===== config.mk =====
export PLATFORM = sky130hd
export DESIGN_NAME = flash_bus_frontend
export DESIGN_NICKNAME = d
export VERILOG_FILES = /design/src/rtl/flash_fe_pkg.sv /design/src/rtl/fe_bus_decode.sv /design/src/rtl/fe_wake_timer.sv /design/src/rtl/fe_write_capture.sv /design/src/rtl/fe_reg_bank.sv /design/src/rtl/flash_bus_frontend.sv
export SDC_FILE = /design/constraint.sdc
export NUM_CORES = 1
export LEC_CHECK = 0
export BUFFER_PORTS_ARGS = -buffer_cell sky130_fd_sc_hd__buf_4
export CAP_MARGIN = 20
export CORE_MARGIN = 3
export CORE_UTILIZATION = 30
export DETAILED_ROUTE_END_ITERATION = 10
export PLACE_DENSITY = 0.57
export SYNTH_ARGS = -nofsm -noshare
export SYNTH_HDL_FRONTEND = slang
export SYNTH_SLANG_ARGS = --single-unit

===== constraint.sdc =====
create_clock -name clk -period 1.9 [get_ports clk]
set_clock_uncertainty 0.1 [all_clocks]
set_input_delay 0.095 -clock clk [delete_from_list [all_inputs] [get_ports clk]]
set_output_delay 0.095 -clock clk [all_outputs]
set_load 0.01 [all_outputs]

===== src/rtl/flash_fe_pkg.sv =====
package flash_fe_pkg;
  typedef enum logic [2:0] {
    BM_RESET   = 3'd0,
    BM_STANDBY = 3'd1,
    BM_OUT_OFF = 3'd2,
    BM_READ    = 3'd3,
    BM_WRITE   = 3'd4,
    BM_CONTEND = 3'd5
  } bus_mode_e;

  typedef enum logic [1:0] {
    RS_ARRAY  = 2'd0,
    RS_STATUS = 2'd1,
    RS_CONFIG = 2'd2,
    RS_ALT    = 2'd3
  } read_sel_e;
endpackage


===== src/rtl/fe_bus_decode.sv =====
module fe_bus_decode
  import flash_fe_pkg::*;
(
  input  logic      rst_n,
  input  logic      ce_n,
  input  logic      oe_n,
  input  logic      we_n,
  output bus_mode_e mode
);
  always_comb begin
    if (!rst_n)                mode = BM_RESET;
    else if (ce_n)             mode = BM_STANDBY;
    else if (oe_n && we_n)     mode = BM_OUT_OFF;
    else if (!oe_n && we_n)    mode = BM_READ;
    else if (oe_n && !we_n)    mode = BM_WRITE;
    else                       mode = BM_CONTEND;
  end
endmodule


===== src/rtl/fe_wake_timer.sv =====
module fe_wake_timer #(
  parameter int RD_WAKE = 4,
  parameter int WR_WAKE = 6
) (
  input  logic clk,
  input  logic rst_n,
  output logic rd_ok,
  output logic wr_ok
);
  localparam int SAT = (RD_WAKE > WR_WAKE) ? RD_WAKE : WR_WAKE;
  localparam int CW  = $clog2(SAT + 2);
  localparam logic [CW-1:0] SAT_C = CW'(SAT);
  localparam logic [CW-1:0] RD_C  = CW'(RD_WAKE);
  localparam logic [CW-1:0] WR_C  = CW'(WR_WAKE);

  logic [CW-1:0] cnt;

  always_ff @(posedge clk or negedge rst_n) begin
    if (!rst_n)            cnt <= '0;
    else if (cnt != SAT_C) cnt <= cnt + 1'b1;
  end

  assign rd_ok = (cnt >= RD_C);
  assign wr_ok = (cnt >= WR_C);

  assert_rd_wake_R3: assert property (@(posedge clk) disable iff (!rst_n)
    $rose(rd_ok) |-> ($past(cnt) == CW'(RD_WAKE - 1)));
  assert_wr_wake_R4: assert property (@(posedge clk) disable iff (!rst_n)
    $rose(wr_ok) |-> ($past(cnt) == CW'(WR_WAKE - 1)));
endmodule


===== src/rtl/fe_write_capture.sv =====
module fe_write_capture #(
  parameter int ADDR_W = 16,
  parameter int DATA_W = 16
) (
  input  logic              clk,
  input  logic              rst_n,
  input  logic              in_write,
  input  logic              wr_ok,
  input  logic [ADDR_W-1:0] addr,
  input  logic [DATA_W-1:0] din,
  output logic              wr_valid,
  output logic [ADDR_W-1:0] wr_addr,
  output logic [DATA_W-1:0] wr_data
);
  logic              act;
  logic              act_q;
  logic [ADDR_W-1:0] addr_q;
  logic [DATA_W-1:0] data_q;

  assign act = in_write && wr_ok;

  always_ff @(posedge clk or negedge rst_n) begin
    if (!rst_n) begin
      act_q    <= 1'b0;
      addr_q   <= '0;
      data_q   <= '0;
      wr_valid <= 1'b0;
      wr_addr  <= '0;
      wr_data  <= '0;
    end else begin
      act_q    <= act;
      if (act) begin
        addr_q <= addr;
        data_q <= din;
      end
      wr_valid <= act_q && !act;
      if (act_q && !act) begin
        wr_addr <= addr_q;
        wr_data <= data_q;
      end
    end
  end

  assert_strobe_single_R8: assert property (@(posedge clk) disable iff (!rst_n)
    wr_valid |=> !wr_valid);
  assert_strobe_after_wake_R4: assert property (@(posedge clk) disable iff (!rst_n)
    wr_valid |-> $past(wr_ok, 2));
endmodule


===== src/rtl/fe_reg_bank.sv =====
module fe_reg_bank
  import flash_fe_pkg::*;
#(
  parameter int DATA_W = 16,
  parameter int SR_W   = 8
) (
  input  logic              clk,
  input  logic              rst_n,
  input  logic              rsel_we,
  input  logic [1:0]        rsel_wdata,
  input  logic              sr_we,
  input  logic [SR_W-1:0]   sr_wdata,
  input  logic              rcr_we,
  input  logic [DATA_W-1:0] rcr_wdata,
  input  logic [DATA_W-1:0] array_rdata,
  output logic [DATA_W-1:0] rd_word
);
  localparam logic [SR_W-1:0]   SR_DEF  = {1'b1, {(SR_W-1){1'b0}}};
  localparam logic [DATA_W-1:0] RCR_DEF = {1'b1, {(DATA_W-1){1'b0}}};

  read_sel_e         sel;
  logic [SR_W-1:0]   sr;
  logic [DATA_W-1:0] rcr;

  always_ff @(posedge clk or negedge rst_n) begin
    if (!rst_n) begin
      sel <= RS_ARRAY;
      sr  <= SR_DEF;
      rcr <= RCR_DEF;
    end else begin
      if (rsel_we) sel <= read_sel_e'(rsel_wdata);
      if (sr_we)   sr  <= sr_wdata;
      if (rcr_we)  rcr <= rcr_wdata;
    end
  end

  always_comb begin
    case (sel)
      RS_STATUS: rd_word = {{(DATA_W-SR_W){1'b0}}, sr};
      RS_CONFIG: rd_word = rcr;
      default:   rd_word = array_rdata;
    endcase
  end

  assert_sel_hold_R10: assert property (@(posedge clk) disable iff (!rst_n)
    !rsel_we |=> $stable(sel));
  assert_status_hold_R10: assert property (@(posedge clk) disable iff (!rst_n)
    !sr_we |=> $stable(sr));
endmodule


===== src/rtl/flash_bus_frontend.sv =====
module flash_bus_frontend
  import flash_fe_pkg::*;
#(
  parameter int ADDR_W  = 16,
  parameter int DATA_W  = 16,
  parameter int SR_W    = 8,
  parameter int RD_WAKE = 4,
  parameter int WR_WAKE = 6
) (
  input  logic              clk,
  input  logic              rst_pin_n,
  input  logic              chip_en_n,
  input  logic              out_en_n,
  input  logic              wr_en_n,
  input  logic [ADDR_W-1:0] addr,
  input  logic [DATA_W-1:0] dq_in,
  output logic [DATA_W-1:0] dq_out,
  output logic              dq_oe,
  output logic [2:0]        bus_mode,
  input  logic [DATA_W-1:0] array_rdata,
  input  logic              rsel_we,
  input  logic [1:0]        rsel_wdata,
  input  logic              sr_we,
  input  logic [SR_W-1:0]   sr_wdata,
  input  logic              rcr_we,
  input  logic [DATA_W-1:0] rcr_wdata,
  output logic              wr_valid,
  output logic [ADDR_W-1:0] wr_addr,
  output logic [DATA_W-1:0] wr_data,
  input  logic              op_busy,
  input  logic [ADDR_W-1:0] op_addr,
  output logic              abort_pulse,
  output logic [ADDR_W-1:0] abort_addr,
  input  logic              commit_req,
  input  logic              vpp_ok,
  output logic              commit_en
);
  bus_mode_e mode;
  logic      rd_ok;
  logic      wr_ok;
  logic      armed;
  logic      busy_q;
  logic [ADDR_W-1:0] busy_addr_q;

  fe_bus_decode u_decode (
    .rst_n (rst_pin_n),
    .ce_n  (chip_en_n),
    .oe_n  (out_en_n),
    .we_n  (wr_en_n),
    .mode  (mode)
  );

  fe_wake_timer #(.RD_WAKE(RD_WAKE), .WR_WAKE(WR_WAKE)) u_wake (
    .clk   (clk),
    .rst_n (rst_pin_n),
    .rd_ok (rd_ok),
    .wr_ok (wr_ok)
  );

  fe_write_capture #(.ADDR_W(ADDR_W), .DATA_W(DATA_W)) u_wcap (
    .clk      (clk),
    .rst_n    (rst_pin_n),
    .in_write (mode == BM_WRITE),
    .wr_ok    (wr_ok),
    .addr     (addr),
    .din      (dq_in),
    .wr_valid (wr_valid),
    .wr_addr  (wr_addr),
    .wr_data  (wr_data)
  );

  fe_reg_bank #(.DATA_W(DATA_W), .SR_W(SR_W)) u_regs (
    .clk         (clk),
    .rst_n       (rst_pin_n),
    .rsel_we     (rsel_we),
    .rsel_wdata  (rsel_wdata),
    .sr_we       (sr_we),
    .sr_wdata    (sr_wdata),
    .rcr_we      (rcr_we),
    .rcr_wdata   (rcr_wdata),
    .array_rdata (array_rdata),
    .rd_word     (dq_out)
  );

  assign bus_mode  = mode;
  assign dq_oe     = rd_ok && (mode == BM_READ);
  assign commit_en = commit_req && vpp_ok && rst_pin_n;

  // armed is cleared the moment reset falls; busy_q still remembers the
  // last pre-reset edge, so their combination marks the first edge in reset.
  always_ff @(posedge clk or negedge rst_pin_n) begin
    if (!rst_pin_n) armed <= 1'b0;
    else            armed <= 1'b1;
  end

  always_ff @(posedge clk) begin
    busy_q      <= op_busy && armed;
    busy_addr_q <= op_addr;
    abort_pulse <= busy_q && !armed;
    if (busy_q && !armed) abort_addr <= busy_addr_q;
  end

  always_comb begin
    if (!rst_pin_n) begin
      assert_reset_quiet_R1: assert (!dq_oe && !commit_en);
    end
  end

  assert_abort_single_R2: assert property (@(posedge clk) disable iff (rst_pin_n)
    abort_pulse |=> !abort_pulse);
  assert_drive_only_read_R7: assert property (@(posedge clk) disable iff (!rst_pin_n)
    dq_oe |-> (bus_mode == 3'd3));
  assert_strobe_follows_write_R8: assert property (@(posedge clk) disable iff (!rst_pin_n)
    wr_valid |-> ($past(bus_mode, 2) == 3'd4));
endmodule


**After elaboration in Yosys (flattened, before gate mapping)**

Index checks and enable logic that the tools add are counted.

- Word-level logic and storage cells: 43
- Bits of input ports: 101
- Register bits after elaboration: 130

- Reductions and logical operators: 14
- $lt $le $gt $ge: 2
- Add/sub/neg operators: 1
- Equality and inequality tests: 5
- Muxes and demuxes: 6

Operators with widths:

| cell | count |
|---|---|
| 16-bit one-hot mux with 2 select lines | 1 |
| 3-bit 2-to-1 mux | 4 |
| 1-bit logical AND | 10 |
| 3-bit greater-or-equal comparator, second input constant | 2 |
| 1-bit logical NOT | 4 |
| 3-bit by 1-bit adder with 3-bit output, second input constant | 1 |
| 3-bit by 2-bit equality test with 1-bit output, second input constant | 1 |
| 3-bit equality test, second input constant | 1 |
| 3-bit inequality test, second input constant | 1 |
| 2-bit by 1-bit equality test with 1-bit output, second input constant | 1 |
| 2-bit equality test, second input constant | 1 |
| 1-bit 2-to-1 mux | 1 |

**Logic depth before layout (Yosys ltp)**

Gate-level depths: netlist of run 1.

- Word-level depth: 11
- Mapped depth: 6

**Modules after synthesis**

From an unflattened synthesis of run 1, not the netlist that was laid out.

- Cell total of the unflattened synthesis: 301
- Area total of the unflattened synthesis: 4973.5 um2

Modules (own cells, without submodules):

| module | seq. area each (um2) | instances | cells an instance | area an instance (um2) |
|---|---|---|---|---|
| fe_write_capture | 1651.6 | 1 | 139 | 2577.5 |
| fe_reg_bank | 653.1 | 1 | 102 | 1306.3 |
| flash_bus_frontend | 865.8 | 1 | 41 | 905.9 |
| fe_wake_timer | 75.1 | 1 | 15 | 158.9 |
| fe_bus_decode | 0.0 | 1 | 4 | 25.0 |

**Least setup slack after synthesis of run 1**

OpenSTA, ideal clock, no wires.

- Kind: register to register
- From: reg armed
- To: reg abort_addr[0] (enable)
- Arrival: 1130 ps
- Library setup time: 391 ps
- Cell stages (with the launch flop): 2
- Setup slack: 279 ps
- Period minus slack after synthesis: 1621 ps
- Path buffers: 0
- Cell sequence: dfrtp_1 nor2b_1

- Longest elaborated chain between the ends: 2

Ends and longest elaborated chain:

| what | line | RTL |
|---|---|---|
| start: declaration | flash_bus_frontend.sv:41 | `logic armed;` |
| start signal: assignment | flash_bus_frontend.sv:92 | `if (!rst_pin_n) armed <= 1'b0;` |
| start signal: assignment | flash_bus_frontend.sv:93 | `else armed <= 1'b1;` |
| 1-bit logical NOT | flash_bus_frontend.sv:100 | `if (busy_q && !armed) abort_addr <= busy_addr_q;` |
| 1-bit logical AND | flash_bus_frontend.sv:100 |  |
| end signal: assignment | flash_bus_frontend.sv:100 |  |
| end: declaration | flash_bus_frontend.sv:33 | `output logic [ADDR_W-1:0] abort_addr,` |

Every way passes these cells.
A chain may end at the register's enable or synchronous reset.

**Worst setup path after layout of run 1**

- From: reg u_regs.sel[1]
- To: out dq_out[3]

- Longest elaborated chain between the ends: 2
- Elaborated cells on any way between the ends: 3
- Classes of those cells: eq/ne: 2; mux: 1

Ends and longest elaborated chain:

| what | line | RTL |
|---|---|---|
| start: declaration | fe_reg_bank.sv:21 | `read_sel_e sel;` |
| start signal: assignment | fe_reg_bank.sv:31 | `if (rsel_we) sel <= read_sel_e'(rsel_wdata);` |
| 2-bit equality test or 2-bit by 1-bit equality test with 1-bit output (tied branches) | fe_reg_bank.sv:38 | `case (sel)` |
| 16-bit one-hot mux with 2 select lines * | fe_reg_bank.sv:38 |  |
| end: declaration | flash_bus_frontend.sv:17 | `output logic [DATA_W-1:0] dq_out,` |

Every way passes the cells marked *; elsewhere a longest branch is shown, timed or not.

==> results.toml, run 1 <==
[place]
dpl.hpwl_mm = 7.56
io_buffers = 171
dp_cells = 681
dp_slack_ns = 0.217
gp_congestion = 0.733
post_dp_cell_area_sq_um = 6540

[critical_path]
r2r_start = "u_wake.cnt[2]$_DFFE_PN0N_"
crit_path_end_kind = "primary output"
critical-path-top-delay-family = "flip-flops"
path_cells = "ha_4 > buf_4 > a22oi_1 > o21ai_0 > buf_4"
worst_path_largest_cell_delay_ns = 0.41
required_ns = 1.70
path_buf_inv = 2
slowest_stage = "dfrtp_1"
crit_top_cell = "buf_4"
critPathKind = "reg -> out"
startpoint = "u_regs.sel[1]$_DFFE_PN0P_"
startpoint_type = "register"
critPathMaxFanout = 9
cp.arrival_ns = 1.61

[clock_tree]
clk_latency_ns = 0.41
cts_buffer_depth = 2
cts_sinks = 130
cts_hold_buf = 86
cts_max_level = 4
cts-buffers-inserted = 17
path_clk_slew_ns = 0.06
cts-root-buf = "clkbuf_16"
tritoncts = "done"

[synth]
synthCells = 302
ys_warn_count = 0
synth_seq_cells = 130
netlist_area_sq_um = 5060
yosysUniqueCellTypes = 28
yosysSeqAreaShare_pct = 64.1
synth_nets = 407
synth-main-ff-cell = "dfrtp_1"
syn_area_per_cell_sq_um = 16.8
synth_edf_count = 16
async_flop_share_pct = 73.8

[final_layout]
layout_commonest_cell = "buf_4"
final_cell_mix = "buf_4 (177), dfrtp_1 (94), dlygate4sd3_1 (85), mux2_4 (58), mux2_2 (30)"
fill_cells = 1379
drive_gt1_share_pct = 53.9
layout.cells.non_filler = 800
area_growth_pct = 59.6
diodes = 0
finish.instance_area_sq_um = 8080
nNetsFinal = 676

[floorplan]
fp.dieH_microns = 136
core_sq_um = 16200
fp.dieW_microns = 136
die_area_sq_um = 18500
start_util_pct = 31.3
ios = 172
fp-row-count = 46

[outcome]
violations = "hold timing"
status = "complete, but fails checks"

[timing]
fin_hold_ws_ns = -0.197
setup_viol = 0
final.period_utilization_pct = 95.3
max_freq_ghz = 0.552
timing.setup.tns_ns = 0
setup_ws_ns = 0.0900
fin_crit_ns = 1.81
maxSlewHeadroom_pct = 43.0
worst_pin_slew_ns = 0.854
rsz0062_at_grt = "no"
finalHoldViolCount = 65
final-max-slew-violation-count = 0

[power_and_ir_drop]
seq_power_share_pct = 40.7
combPwrFrac_pct = 21.4
leakage_nw = 3.81
p_switching_mw = 2.26
clock_power_share_pct = 37.9
p_int_mw = 6.56
p_sw_share_pct = 25.6
power.density_nw_per_um2 = 1090
peakVddDrop_mv = 0.577

[drt]
wire_per_inst_microns = 14.1
first_pass_iters = 4
wirelength_mm = 11.3
vias = 3360
vias_per_cell = 4.20
drtIter0Drc = 84
drtAntennaViolNets = 0
drc = 0

[global_route]
overflow = 0
grt_pass1_vias = 3533
antenna_found_initial = 0
grt_max_degree = 69
grt_use_total_pct = 12.4
grt_pass1_wl_mm = 17.9

[worst_hold_path]
hold_path_class = "in -> async"

[flow_run]
cap_violations = 0
-- logic make-up after synthesis --
group	share of synthesized area (%)
and+or+nand+nor	2.77
xor gates and xnor gates	0.173
AOI/OAI and AO/OA	3.93
muxes	23.9
DFF	64.1
other	0.0740
buffers and inverters	4.13
adders and majority gates	0.988
-- metal layers --
layer	GRT usage [%]	vias up	routed length, microns
met2	19.4	123	5250
li1	-	1609	-
met5	0	-	0
met4	3.86	0	99
met3	4.96	8	850
met1	15.9	1620	5070
-- state kept, by name, summed over array words and instances (netlist names), 2 cells and up --
name            cells
u_wcap.data_q      16
u_regs.sel          2
u_regs.rcr         16
abort_addr         16
u_wake.cnt          3
busy_addr_q        16
u_wcap.addr_q      16
u_wcap.wr_data     16
u_wcap.wr_addr     16
u_regs.sr           8
-- power groups by stage --
stage	clock, mW	sequential [mW]	combinational, mW
2_1_floorplan	0	3.68	0.791
3_3_place_gp	0	3.64	1.68
6_report	3.35	3.59	1.89
4_1_cts	3.46	3.59	1.90
5_1_grt	3.61	3.64	2.02
3_5_place_dp	0	3.63	1.72
-- metrics by stage --
stage / total power [mW] / utilization, % / hold WS, ns
after floorplan: 4.47 / - / -0.301
after global placement: 5.31 / 40.4 / 0.0624
after detailed placement: 5.35 / 40.4 / 0.0710
after CTS: 8.95 / 49.8 / -0.160
after global routing: 9.27 / 50.0 / -0.130
final: 8.83 / 50.0 / -0.197
-- Yosys cell counts (2+ instances only) --
library cell	instances	area share, %
clkbuf_1	8	0.59
ha_1	4	0.99
o21ai_0	11	1.1
mux2_2	30	6.7
nor2b_1	2	0.25
inv_1	6	0.44
and3_2	2	0.30
a22o_1	7	1.2
a22oi_1	8	1.2
dfrtp_1	94	46
nor2_1	4	0.30
dfstp_2	2	1.0
edfxtp_1	16	9.5
mux2_4	58	17
dfxtp_1	18	7.1
buf_12	7	2.8
nand2_1	14	1.0
-- final timing paths --
kind / endpoint / depth (start not counted) / slack (ns)
worst min-delay path: u_wcap.data_q[7]$_DFFE_PN0P_ / 2 / -0.20
worst max-delay path: dq_out[3] / 5 / 0.09
worst max register to register: u_wcap.wr_data[15]$_DFFE_PN0P_ / 3 / 0.32
worst min register to register: abort_addr[0]$_DFFE_PP_ / 0 / 0.31
min in group clk: u_regs.rcr[11]$_DFFE_PN0P_ / 2 / 0.04
max in group asynchronous: u_wcap.wr_addr[10]$_DFFE_PN0P_ / 4 / 1.26
-- final cells by class --
class                           count  area (sq um)  share of cell area [%]
Sequential cell                   130          3250                    40.2
Inverter                            6          22.5                   0.279
Timing Repair Buffer              267          2280                    28.2
Multi-Input combinational cell    149          1650                    20.5
Tap cell                          216           270                    3.34
Clock buffer                       17           425                    5.26
Clock inverter                     15           184                    2.28
-- repair_timing --
action                                  4_1_cts  5_1_grt
endpoints found under the setup margin       13       16
setup buffers                                 0        1
pin swaps                                     0        3
cloned                                        0        0
hold endpoints to repair                    169       65
resized for setup                             6       11
Note: power is estimated with default switching activity, not from simulation.
==> run 2: changes to the inputs <==
--- a/config.mk
+++ b/config.mk
@@ -10,7 +10,7 @@
 export CORE_MARGIN = 3
 export CORE_UTILIZATION = 30
 export DETAILED_ROUTE_END_ITERATION = 10
-export PLACE_DENSITY = 0.57
+export PLACE_DENSITY = 0.53
 export SYNTH_ARGS = -nofsm -noshare
 export SYNTH_HDL_FRONTEND = slang
 export SYNTH_SLANG_ARGS = --single-unit
==> results.toml, run 2 (synthesis gave the netlist of run 1 again) <==
[timing]
fin_crit_ns = 1.82
maxSlewHeadroom_pct = 57.5
timing.setup.tns_ns = 0
rsz0062_at_grt = "yes"
setup_viol = 0
finalHoldViolCount = 94
fin_hold_ws_ns = -0.288
max_freq_ghz = 0.549
final.period_utilization_pct = 95.8
final-max-slew-violation-count = 0
worst_pin_slew_ns = 0.638

[clock_tree]
cts-root-buf = "clkbuf_16"
cts-buffers-inserted = 17
cts_max_level = 4
clk_latency_ns = 0.41
cts_buffer_depth = 2
cts_hold_buf = 84
tritoncts = "done"
cts_sinks = 130
path_clk_slew_ns = 0.06

[critical_path]
required_ns = 1.70
slowest_stage = "dfrtp_1"
crit_path_end_kind = "primary output"
cp.arrival_ns = 1.63
startpoint_type = "register"
startpoint = "u_regs.sel[0]$_DFFE_PN0P_"
worst_path_largest_cell_delay_ns = 0.40
critPathKind = "reg -> out"
path_cells = "inv_2 > ha_4 > buf_12 > a22o_1 > buf_4"
rr_worst_depth = 3
r2r_setup_slack_ns = 0.38
r2r_start = "u_wake.cnt[2]$_DFFE_PN0N_"
critPathMaxFanout = 21
r2r_end = "u_wcap.wr_data[6]$_DFFE_PN0P_"

[final_layout]
finish.instance_area_sq_um = 7970
nNetsFinal = 674
final_cell_mix = "buf_4 (178), dfrtp_1 (94), dlygate4sd3_1 (84), mux2_4 (58), mux2_2 (30)"
diodes = 0
drive_gt1_share_pct = 53.6
area_growth_pct = 57.4
fill_cells = 1403
layout_commonest_cell = "buf_4"

[drt]
vias = 3388
drtIter0Drc = 70
vias_per_cell = 4.25
drtAntennaViolNets = 0
first_pass_iters = 6
wirelength_mm = 11.5
wire_per_inst_microns = 14.4
drc = 0

[outcome]
status = "complete, but fails checks"
violations = "hold timing"

[power_and_ir_drop]
power.density_nw_per_um2 = 1060
peakVddDrop_mv = 0.699
leakage_nw = 3.75

[global_route]
overflow = 0
grt_pass1_wl_mm = 18.1
grt_use_total_pct = 12.6
antenna_found_initial = 0
grt_max_degree = 51
grt_pass1_vias = 3586

[floorplan]
start_util_pct = 31.3
ios = 172
fp.dieW_microns = 136
core_sq_um = 16200
fp-row-count = 46
die_area_sq_um = 18500
fp.dieH_microns = 136

[place]
post_dp_cell_area_sq_um = 6550
gp_congestion = 0.738
dpl.hpwl_mm = 7.67
io_buffers = 171

[flow_run]
cap_violations = 0

[worst_hold_path]
hold_path_class = "in -> async"
## run 2: cell count changes in the layout (fill, tap and decap cells not counted), moves of 2 or more
| cell | before | now |
|---|---|---|
| clkinvlp_4 | 0 | 3 |
| inv_6 | 8 | 5 |
| buf_12 | 5 | 3 |
| bufinv_16 | 2 | 0 |
| clkinv_4 | 1 | 3 |
| inv_8 | 4 | 2 |
## run 2: timing repair
item	in CTS	in global routing
gates resized for setup	4	9
endpoints found under the hold margin	169	94
buffers inserted	0	1
pin swaps	1	2
setup endpoints to repair	16	13
## run 2: critical path: cells and delay by family, from the launching register on
kind / cells / cell delay, ns
adders and majority gates: 1 / 0.23
AOI/OAI and AO/OA: 1 / 0.21
buffers and inverters: 3 / 0.38
DFF: 1 / 0.40
## run 2: cell type report
cell class / count / area, sq um / area share, %
Clock buffer: 18 / 429 / 5.38
Clock inverter: 14 / 120 / 1.51
Inverter: 6 / 22.5 / 0.282
Multi-Input combinational cell: 149 / 1650 / 20.7
Sequential cell: 130 / 3250 / 40.7
Tap cell: 216 / 270 / 3.39
Timing Repair Buffer: 265 / 2240 / 28.1
## run 2: worst max path at each step
| stage | slack, ns | cells past startpoint | end |
|---|---|---|---|
| after floorplan | 0.28 | 1 | abort_addr[0]$_DFFE_PP_ |
| after global placement | 0.35 | 6 | dq_out[15] |
| after detailed placement | 0.33 | 6 | dq_out[8] |
| after CTS | 0.004 | 5 | dq_out[8] |
| after global routing | -0.01 | 6 | dq_out[3] |
| final | 0.08 | 5 | dq_out[15] |
## run 2: routing by layer
metal / global-route usage, % / up-vias / part of all wire, %
met5: 0 / - / 0
met4: 3.86 / 0 / 0.91
met3: 4.96 / 8 / 7.6
met2: 20.0 / 123 / 48
met1: 15.9 / 1655 / 44
li1: - / 1602 / -
## run 2: per-stage QoR
stage / util (%) / worst slack [ns] / std cells / total power, mW / hold slack, ns
floorplan: - / 0.279 / 302 / 4.47 / -0.301
detailed placement: 40.5 / 0.329 / 682 / 5.36 / 0.101
finish: 49.3 / 0.0794 / 798 / 8.47 / -0.288
global route: 49.3 / -0.0111 / 798 / 8.89 / -0.250
global placement: 40.5 / 0.354 / 682 / 5.32 / 0.100
CTS: 49.2 / 0.00376 / 798 / 8.59 / -0.276
## run 2: where the power goes
group / switching (mW) / internal [mW] / leakage, nW / total, mW
Clock: 1.30 / 1.71 / 0.262 / 3.01
Sequential: 0.276 / 3.30 / 1.45 / 3.58
Combinational: 0.631 / 1.25 / 2.04 / 1.89
Total: 2.21 / 6.26 / 3.75 / 8.47
